===== src/rtl/mmu_table_walker.sv =====
module mmu_table_walker (
  input  logic        clk,
  input  logic        rst_n,
  input  logic        walk_req,
  output logic        walk_ready,
  input  logic [31:0] walk_va,
  input  logic        walk_write,
  input  logic        walk_user,
  input  logic [31:0] table_base,
  input  logic [31:0] domain_ctl,
  output logic        fetch_req,
  output logic [31:0] fetch_addr,
  input  logic        fetch_valid,
  input  logic [31:0] fetch_data,
  output logic        done_valid,
  output logic [31:0] done_pa,
  output logic        done_cacheable,
  output logic        done_bufferable,
  output logic        done_fault,
  output logic [3:0]  done_code
);
  localparam logic [3:0] F_SEC_XL = 4'h5, F_PG_XL = 4'h7, F_SEC_DOM = 4'h9,
                         F_PG_DOM = 4'hB, F_SEC_AP = 4'hD, F_PG_AP = 4'hF;

  typedef enum logic [1:0] {S_IDLE, S_L1, S_L2, S_RESP} state_t;
  state_t state;

  logic [19:0] va_q;
  logic        wr_q, usr_q, fine_q;
  logic [3:0]  dom_q;
  logic [31:0] dacr_q;

  logic [3:0]  dom_sel, code_n;
  logic [1:0]  dval, ap, sel;
  logic        go_l2, c_n, b_n, ap_ok;
  logic [31:0] pa_n, l2_addr;
  logic        unused_base;

  assign unused_base = ^table_base[13:0];
  assign walk_ready  = (state == S_IDLE);
  assign fetch_req   = (state == S_L1) || (state == S_L2);
  assign done_valid  = (state == S_RESP);
  assign done_fault  = (done_code != 4'h0);

  function automatic logic perm_ok(input logic [1:0] a, input logic u, input logic w);
    case (a)
      2'b00:   perm_ok = !u && !w;
      2'b01:   perm_ok = !u;
      2'b10:   perm_ok = !u || !w;
      default: perm_ok = 1'b1;
    endcase
  endfunction

  always_comb begin
    dom_sel = (state == S_L1) ? fetch_data[8:5] : dom_q;
    dval    = dacr_q[{dom_sel, 1'b0} +: 2];
    go_l2   = 1'b0;
    code_n  = 4'h0;
    pa_n    = 32'h0;
    c_n     = 1'b0;
    b_n     = 1'b0;
    sel     = 2'b00;
    ap      = 2'b00;
    l2_addr = fetch_data[1] ? {fetch_data[31:12], va_q[19:10], 2'b00}
                            : {fetch_data[31:10], va_q[19:12], 2'b00};
    if (state == S_L1) begin
      ap = fetch_data[11:10];
      case (fetch_data[1:0])
        2'b00: code_n = F_SEC_XL;
        2'b10: begin
          if (!dval[0])                                    code_n = F_SEC_DOM;
          else if (!dval[1] && !perm_ok(ap, usr_q, wr_q))  code_n = F_SEC_AP;
          else begin
            pa_n = {fetch_data[31:20], va_q[19:0]};
            c_n  = fetch_data[3];
            b_n  = fetch_data[2];
          end
        end
        default: go_l2 = 1'b1;
      endcase
    end else begin
      case (fetch_data[1:0])
        2'b01:   sel = va_q[15:14];
        2'b10:   sel = va_q[11:10];
        default: sel = 2'b00;
      endcase
      ap = fetch_data[{sel, 1'b0} + 5'd4 +: 2];
      if (fetch_data[1:0] == 2'b00 || (fetch_data[1:0] == 2'b11 && !fine_q))
        code_n = F_PG_XL;
      else if (!dval[0])                               code_n = F_PG_DOM;
      else if (!dval[1] && !perm_ok(ap, usr_q, wr_q))  code_n = F_PG_AP;
      else begin
        case (fetch_data[1:0])
          2'b01:   pa_n = {fetch_data[31:16], va_q[15:0]};
          2'b10:   pa_n = {fetch_data[31:12], va_q[11:0]};
          default: pa_n = {fetch_data[31:10], va_q[9:0]};
        endcase
        c_n = fetch_data[3];
        b_n = fetch_data[2];
      end
    end
  end

  always_ff @(posedge clk or negedge rst_n) begin
    if (!rst_n) begin
      state <= S_IDLE;
      va_q <= '0; wr_q <= 1'b0; usr_q <= 1'b0; fine_q <= 1'b0;
      dom_q <= '0; dacr_q <= '0; fetch_addr <= '0;
      done_pa <= '0; done_cacheable <= 1'b0; done_bufferable <= 1'b0;
      done_code <= '0;
    end else begin
      case (state)
        S_IDLE: if (walk_req) begin
          va_q       <= walk_va[19:0];
          wr_q       <= walk_write;
          usr_q      <= walk_user;
          dacr_q     <= domain_ctl;
          fetch_addr <= {table_base[31:14], walk_va[31:20], 2'b00};
          state      <= S_L1;
        end
        S_L1, S_L2: if (fetch_valid) begin
          if (go_l2) begin
            fine_q     <= fetch_data[1];
            dom_q      <= fetch_data[8:5];
            fetch_addr <= l2_addr;
            state      <= S_L2;
          end else begin
            done_pa         <= pa_n;
            done_cacheable  <= c_n;
            done_bufferable <= b_n;
            done_code       <= code_n;
            state           <= S_RESP;
          end
        end
        default: state <= S_IDLE;
      endcase
    end
  end

  p_fetch_hold_r10: assert property (@(posedge clk) disable iff (!rst_n)
    fetch_req && !fetch_valid |=> fetch_req && $stable(fetch_addr));
  p_done_pulse_r10: assert property (@(posedge clk) disable iff (!rst_n)
    done_valid |=> !done_valid);
  p_fetch_after_accept_r1: assert property (@(posedge clk) disable iff (!rst_n)
    $rose(fetch_req) |-> $past(walk_req && walk_ready));
  p_fault_clean_r11: assert property (@(posedge clk) disable iff (!rst_n)
    done_valid && done_fault |-> done_pa == 32'h0 && !done_cacheable && !done_bufferable);
  p_busy_not_ready_r10: assert property (@(posedge clk) disable iff (!rst_n)
    fetch_req |-> !walk_ready);
endmodule


===== config.mk =====
export PLATFORM = sky130hd
export DESIGN_NAME = mmu_table_walker
export DESIGN_NICKNAME = d
export VERILOG_FILES = /design/src/rtl/mmu_table_walker.sv
export SDC_FILE = /design/constraint.sdc
export NUM_CORES = 1
export LEC_CHECK = 0
export ABC_AREA = 1
export BUFFER_PORTS_ARGS = -buffer_cell sky130_fd_sc_hd__clkbuf_2
export CAP_MARGIN = 20
export CORE_MARGIN = 3
export CORE_UTILIZATION = 45
export DETAILED_ROUTE_END_ITERATION = 16
export PLACE_DENSITY = 0.79
export SETUP_SLACK_MARGIN = 0.3
export SYNTH_ARGS = -nofsm -noshare
export SYNTH_HDL_FRONTEND = slang
export SYNTH_SLANG_ARGS = --single-unit

===== constraint.sdc =====
create_clock -name clk -period 2.8 [get_ports clk]
set_clock_uncertainty 0.1 [all_clocks]
set_input_delay 0.14 -clock clk [delete_from_list [all_inputs] [get_ports clk]]
set_output_delay 0.14 -clock clk [all_outputs]
set_load 0.01 [all_outputs]

==> results.py, run 1 <==
metrics = {
    "routing": {
        "wl_per_cell_um": 16.9,
        "ant_nets": 0,
        "via_per_inst": 5.28,
        "dr_total_vias": 6436,
        "drc": 0,
        "routed_wl_um": 20600,
        "first_pass_iters": 5,
        "drt_iter0_markers": 499,
    },
    "clock_network": {
        "cts_sinks": 129,
        "insertion_delay_ps": 420,
        "cts_tree": "yes",
        "clockBufferDepth": 2,
        "cts_root_buffer": "clkbuf_16",
        "cts_buffers": 17,
        "cts.clk_slew.worst_paths_ps": 50,
        "cts_max_level": 4,
    },
    "timing": {
        "finalMaxSlewViolations": 0,
        "fin_setup_tns_ps": 0,
        "slew_headroom_pct": 45.3,
        "layout_worst_path_cycle_share_pct": 84.4,
        "fmax_ghz": 0.423,
        "setup_violations": 0,
        "hold_viol_final": 0,
        "tightest_slew_ps": 821,
        "rsz0062_at_grt": "true",
        "period_needed_ps": 2360,
    },
    "logic_synthesis": {
        "ys_top_cells_by_area": "dfrtp_1 50%, nand2_1 13%, mux2_2 7.7%, nand3_1 4.0%, nor2_1 3.2%",
        "async_flop_share_pct": 100,
        "synth_area_sq_um": 6400,
        "synth_edf_count": 0,
        "avgSynthCellArea_sq_um": 8.74,
        "synth_common_cells": "222 x nand2_1, 129 x dfrtp_1, 54 x nor2_1",
        "yosysTopAreaCellShare_pct": 50.4,
        "synth_cell_types": 36,
        "ys_seq_area_share_pct": 50.4,
        "synth-warning-count": 0,
        "yosys_most_used_dff": "dfrtp_1",
        "ys_ff_latch": 129,
        "syn_inst": 732,
        "yosysMostFrequentCell": "nand2_1",
        "synth_top_cell_by_area": "dfrtp_1",
    },
    "critical_path": {
        "r2r_setup_slack_ps": 440,
        "cp.required_ps": 3060,
        "reg2reg_from": "state[1]$_DFFE_PN0P_",
        "crit_path_start_kind": "register",
        "worst-r2r-cell-count": 15,
        "arrival_ps": 2620,
        "timing.rr.end": "done_pa[4]$_DFFE_PN0P_",
        "critPathCaptureType": "register",
        "endpoint": "done_pa[4]$_DFFE_PN0P_",
        "critPathKind": "register to register",
        "worstSetupStartpoint": "state[1]$_DFFE_PN0P_",
        "cp_max_fo": 25,
    },
    "floorplanning": {
        "initial_core_util_pct": 47.2,
        "die_w_um": 125,
        "fp-row-count": 42,
        "die-area_sq_um": 15700,
        "ioPinCount": 208,
        "core_sq_um": 13600,
        "die_h_um": 125,
    },
    "final_layout": {
        "area_growth_pct": 47.1,
        "final_layout_size_suffix_gt1_share_pct": 29.2,
        "finalNetCount": 1176,
        "multi_input_area_sq_um": 2900,
        "fin_area_sq_um": 9420,
        "fillers": 1021,
        "seq_area_sq_um": 3230,
        "antenna_cells": 0,
    },
    "grt": {
        "grt-ovfl-total": 0,
        "grt_pass1_wl_um": 33100,
        "grt_antenna_before_repair": 0,
        "grt_max_degree": 86,
        "grt_usage_pct": 26.3,
        "grt_pass1_vias": 6569,
    },
    "place": {
        "numPortBuffers": 191,
        "hpwl_um": 12700,
        "place_area_sq_um": 7560,
        "gp_congestion": 0.885,
    },
    "pwr": {
        "leakagePower_nw": 4.73,
        "pwr_density_cell_nw_per_um2": 1170,
        "ir_drop_v": 0.000740,
    },
    "worst_hold_path": {
        "whs_path_depth": 3,
        "hold_start": "walk_req",
        "hold_path.class": "input pin to register",
    },
    "status": {
        "status": "finished, final reports clean",
    },
    "job": {
        "maxCapViolCount": 0,
    },
}
[metrics by stage]
| stage | hold slack [ps] | util (%) | worst slack (ps) | std cells | total power [mW] |
|---|---|---|---|---|---|
| floorplan | -256 | - | 618 | 733 | 6.62 |
| global placement | 147 | 55.7 | 48.5 | 1073 | 7.98 |
| detailed placement | 141 | 55.7 | -67.0 | 1073 | 8.15 |
| CTS | 7.36 | 68.9 | 318 | 1216 | 10.8 |
| global route | 70.9 | 69.5 | 286 | 1220 | 11.8 |
| finish | 27.2 | 69.5 | 437 | 1220 | 11.0 |
[layer usage]
| metal | global-route usage, % | wire length (um) | up-vias | part of all wire (%) |
|---|---|---|---|---|
| met5 | 0 | 0 | - | 0 |
| met1 | 32.5 | 8350 | 3046 | 41 |
| li1 | - | - | 3046 | - |
| met3 | 5.80 | 1410 | 45 | 6.8 |
| met2 | 44.7 | 10300 | 299 | 50 |
| met4 | 10.8 | 527 | 0 | 2.6 |
[layout make-up]
| class | count | area share [%] |
|---|---|---|
| timing repair buffer | 320 | 24.2 |
| inverter | 40 | 1.75 |
| multi-input combinational | 526 | 30.8 |
| sequential | 129 | 34.3 |
| tap | 176 | 2.34 |
| clock buffer | 24 | 5.33 |
| clock inverter | 5 | 1.33 |
[cells by family (layout without fill, tap and decap cells)]
family	count (synthesis)	count (layout)	share of synthesized area (%)
compound gates	121	121	11.6
fa+ha+maj	9	9	1.72
buf+inv	79	389	5.53
flops	129	129	50.4
mux	44	44	7.74
other cells	1	2	0.0586
simple gates	349	350	23.0
[flip-flops by register name, summed over array words and instances, names as in the netlist]
name,flops
fetch_addr,30
done_code,4
usr_q,1
fine_q,1
dom_q,4
dacr_q,32
state,2
done_cacheable,1
done_pa,32
wr_q,1
va_q,20
done_bufferable,1
[layout by cell type, fill, tap and decap left out, types with 3 or more instances in the layout]
master / count
dfrtp_1: 128
mux2_2: 44
o21ai_0: 28
nor2_1: 54
bufinv_16: 4
nand2_2: 5
a21oi_1: 27
clkbuf_2: 191
inv_2: 4
dlygate4sd3_1: 113
a21boi_0: 3
ha_1: 7
inv_1: 33
buf_4: 9
o21ai_1: 3
nand2_1: 220
nand3_1: 51
clkbuf_16: 17
nand4_1: 10
a31oi_1: 30
buf_12: 5
clkbuf_8: 5
nand3_4: 3
nand2_4: 5
a21boi_1: 20
[worst min-delay path by stage]
stage	endpoint	slack, ps
after detailed placement	va_q[3]$_DFFE_PN0P_	140
after global routing	state[1]$_DFFE_PN0P_	70
after floorplan	dacr_q[0]$_DFFE_PN0P_	-260
final	state[1]$_DFFE_PN0P_	30
after CTS	state[1]$_DFFE_PN0P_	7
after global placement	va_q[3]$_DFFE_PN0P_	150
[worst max-delay path, cell delays in order, from the launching register on]
cell	delay, ps
dfrtp_1	390
inv_2	100
ha_4	220
clkbuf_2	170
buf_4	130
o21ai_4	70
inv_2	90
nand3_1	80
nand3_1	100
nand2_2	120
inv_8	140
nand3_4	90
a21oi_4	160
buf_12	180
nand2_1	80
nand2_1	70
[power breakdown]
| part | internal [mW] | total (mW) | leakage, nW | switching [mW] |
|---|---|---|---|---|
| registers | 2.72 | 3.27 | 1.55 | 0.549 |
| logic | 2.10 | 5.39 | 2.88 | 3.29 |
| clock network | 1.59 | 2.37 | 0.308 | 0.782 |
| total | 6.41 | 11.0 | 4.73 | 4.62 |
[what timing repair did]
action                     in CTS  in global routing
pin swaps                       1                  4
gates cloned                    1                  0
setup buffers                   0                  4
gates resized for setup         3                 14
hold buffers                  113                  0
hold endpoints to repair      190                  0
setup endpoints to repair      28                 38
No activity file was read; power rests on OpenSTA's default activity.
==> run 2: changes to the inputs <==
==> constraint.sdc (replaced) <==
create_clock -name clk -period 2.5 [get_ports clk]
set_clock_uncertainty 0.1 [all_clocks]
set_input_delay 0.125 -clock clk [delete_from_list [all_inputs] [get_ports clk]]
set_output_delay 0.125 -clock clk [all_outputs]
set_load 0.01 [all_outputs]
==> results.py, run 2 (synthesis gave the netlist of run 1 again) <==
metrics = {
    "status": {
        "status": "complete, but fails checks",
        "violations": "negative setup slack",
    },
    "floorplanning": {
        "ioPinCount": 208,
        "fp-row-count": 42,
        "initial_core_util_pct": 47.2,
        "die_h_um": 125,
        "core_sq_um": 13600,
        "die-area_sq_um": 15700,
        "die_w_um": 125,
    },
    "critical_path": {
        "arrival_ps": 2790,
        "cp_max_fo": 6,
        "worst-r2r-cell-count": 18,
        "cp.required_ps": 2760,
        "critPathKind": "register to register",
        "critPathCaptureType": "register",
        "crit_path_start_kind": "register",
    },
    "routing": {
        "drt_iter0_markers": 523,
        "wl_per_cell_um": 19.6,
        "drc": 0,
        "routed_wl_um": 24800,
        "via_per_inst": 5.50,
        "dr_total_vias": 6980,
        "first_pass_iters": 6,
        "ant_nets": 0,
    },
    "clock_network": {
        "cts_root_buffer": "clkbuf_16",
        "cts_max_level": 4,
        "clockBufferDepth": 2,
        "cts_tree": "yes",
        "cts_sinks": 129,
        "cts.clk_slew.worst_paths_ps": 60,
        "cts_buffers": 17,
        "insertion_delay_ps": 420,
    },
    "final_layout": {
        "final_layout_size_suffix_gt1_share_pct": 40.6,
        "mostFrequentLayoutCell": "nand2_1",
        "area_growth_pct": 65.2,
        "post-route-util_pct": 78.0,
        "final_cell_mix": "196 x nand2_1, 190 x clkbuf_2, 129 x dfrtp_1",
        "reg_top3": "dacr_q (32), done_pa (32), fetch_addr (30)",
        "antenna_cells": 0,
        "final_cells": 1269,
        "finalNetCount": 1222,
    },
    "grt": {
        "grt_max_degree": 42,
        "grt-ovfl-total": 0,
        "grt_pass1_wl_um": 36900,
        "grt_antenna_before_repair": 0,
        "grt_pass1_vias": 7157,
        "grt_usage_pct": 29.5,
    },
    "timing": {
        "fmax_ghz": 0.395,
        "finalMaxSlewViolations": 0,
        "holdWs_ps": 19.3,
        "tightest_slew_ps": 524,
        "slew_headroom_pct": 64.7,
        "fin_ws_ps": -32.7,
        "period_needed_ps": 2530,
        "hold_viol_final": 0,
        "rsz0062_at_grt": "true",
        "layout_worst_path_cycle_share_pct": 101,
        "setup_violations": 13,
        "fin_setup_tns_ps": -218,
    },
    "place": {
        "dp_cells": 1079,
        "numPortBuffers": 191,
        "gp_congestion": 0.927,
        "hpwl_um": 13000,
    },
    "pwr": {
        "ir_drop_v": 0.000877,
        "pwr_density_cell_nw_per_um2": 1450,
        "leakagePower_nw": 5.16,
    },
    "worst_hold_path": {
        "whs_path_depth": 3,
        "hold_path.class": "input pin to register",
    },
    "job": {
        "maxCapViolCount": 0,
    },
}
==> run 2: cell types whose count changed in the layout (fill, tap and decap cells not counted), moves of 7 or more <==
cell	previous run	this run
nand3_1	51	30
buf_16	0	7
nor2_4	0	32
nand2_2	5	24
buf_6	2	19
nand2_1	220	196
nand3_2	0	20
nor2_1	54	21
buf_4	9	26
==> run 2: timing repair <==
action                                  in CTS  in global routing
pin swaps                                   20                 21
gates cloned                                 9                  3
buffers inserted                            24                 11
hold endpoints to repair                   234                  0
gates resized for setup                     71                107
endpoints found under the setup margin      68                 73
hold buffers                               111                  0
==> run 2: stage by stage <==
step                      power, mW  worst slack, ps  area [sq um]
final                          15.3            -32.7         10600
after global routing           16.1             -152         10600
after CTS                      13.5              112         10000
after detailed placement       9.19            -95.7          7610
after global placement         9.02             20.1          7610
after floorplan                7.41              318          6400
==> run 2: final timing paths <==
check / start / to / slack [ps]
hold / removal: walk_req / state[1]$_DFFE_PN0P_ / 20
setup / recovery: state[1]$_DFFE_PN0P_ / done_pa[8]$_DFFE_PN0P_ / -30
hold reg to reg: done_pa[20]$_DFFE_PN0P_ / done_pa[20]$_DFFE_PN0P_ / 380
setup reg to reg: state[1]$_DFFE_PN0P_ / done_pa[8]$_DFFE_PN0P_ / -30
max in group asynchronous: rst_n / fetch_addr[23]$_DFFE_PN0P_ / 1500
min in group asynchronous: rst_n / dacr_q[28]$_DFFE_PN0P_ / 80
==> run 2: per-layer routing <==
| metal | wire length (um) | GRT usage [%] |
|---|---|---|
| met1 | 9280 | 35.4 |
| met2 | 13000 | 51.4 |
| met4 | 998 | 13.1 |
| met3 | 1600 | 6.23 |
| met5 | 0 | 0 |
==> run 2: layout make-up <==
type / instances / area, sq um
Tap cell: 176 / 220
Fill cell: 860 / 2980
Sequential cell: 129 / 3230
Clock buffer: 19 / 453
Inverter: 40 / 163
Multi-Input combinational cell: 527 / 3440
Clock inverter: 13 / 160
Timing Repair Buffer: 365 / 2910
==> run 2: report_power, final <==
group | switching, mW | internal (mW)
Sequential | 0.788 | 3.04
Clock | 0.959 | 1.62
Combinational | 4.95 | 3.97
Total | 6.69 | 8.63
==> run 2: critical path, cell delays in order, from the launching register on <==
cell     delay, ps
dfrtp_1        390
inv_2           80
ha_4           160
buf_6          130
buf_6          110
o21ai_4         70
buf_6          130
nand3_2         70
nand3_2        100
nand3_2         90
nand2_2         80
buf_6          130
nand2_8         80
nand3_4         80
a21oi_4        270
buf_6          150
buf_16         130
nand2_1         50
nand2_1         50
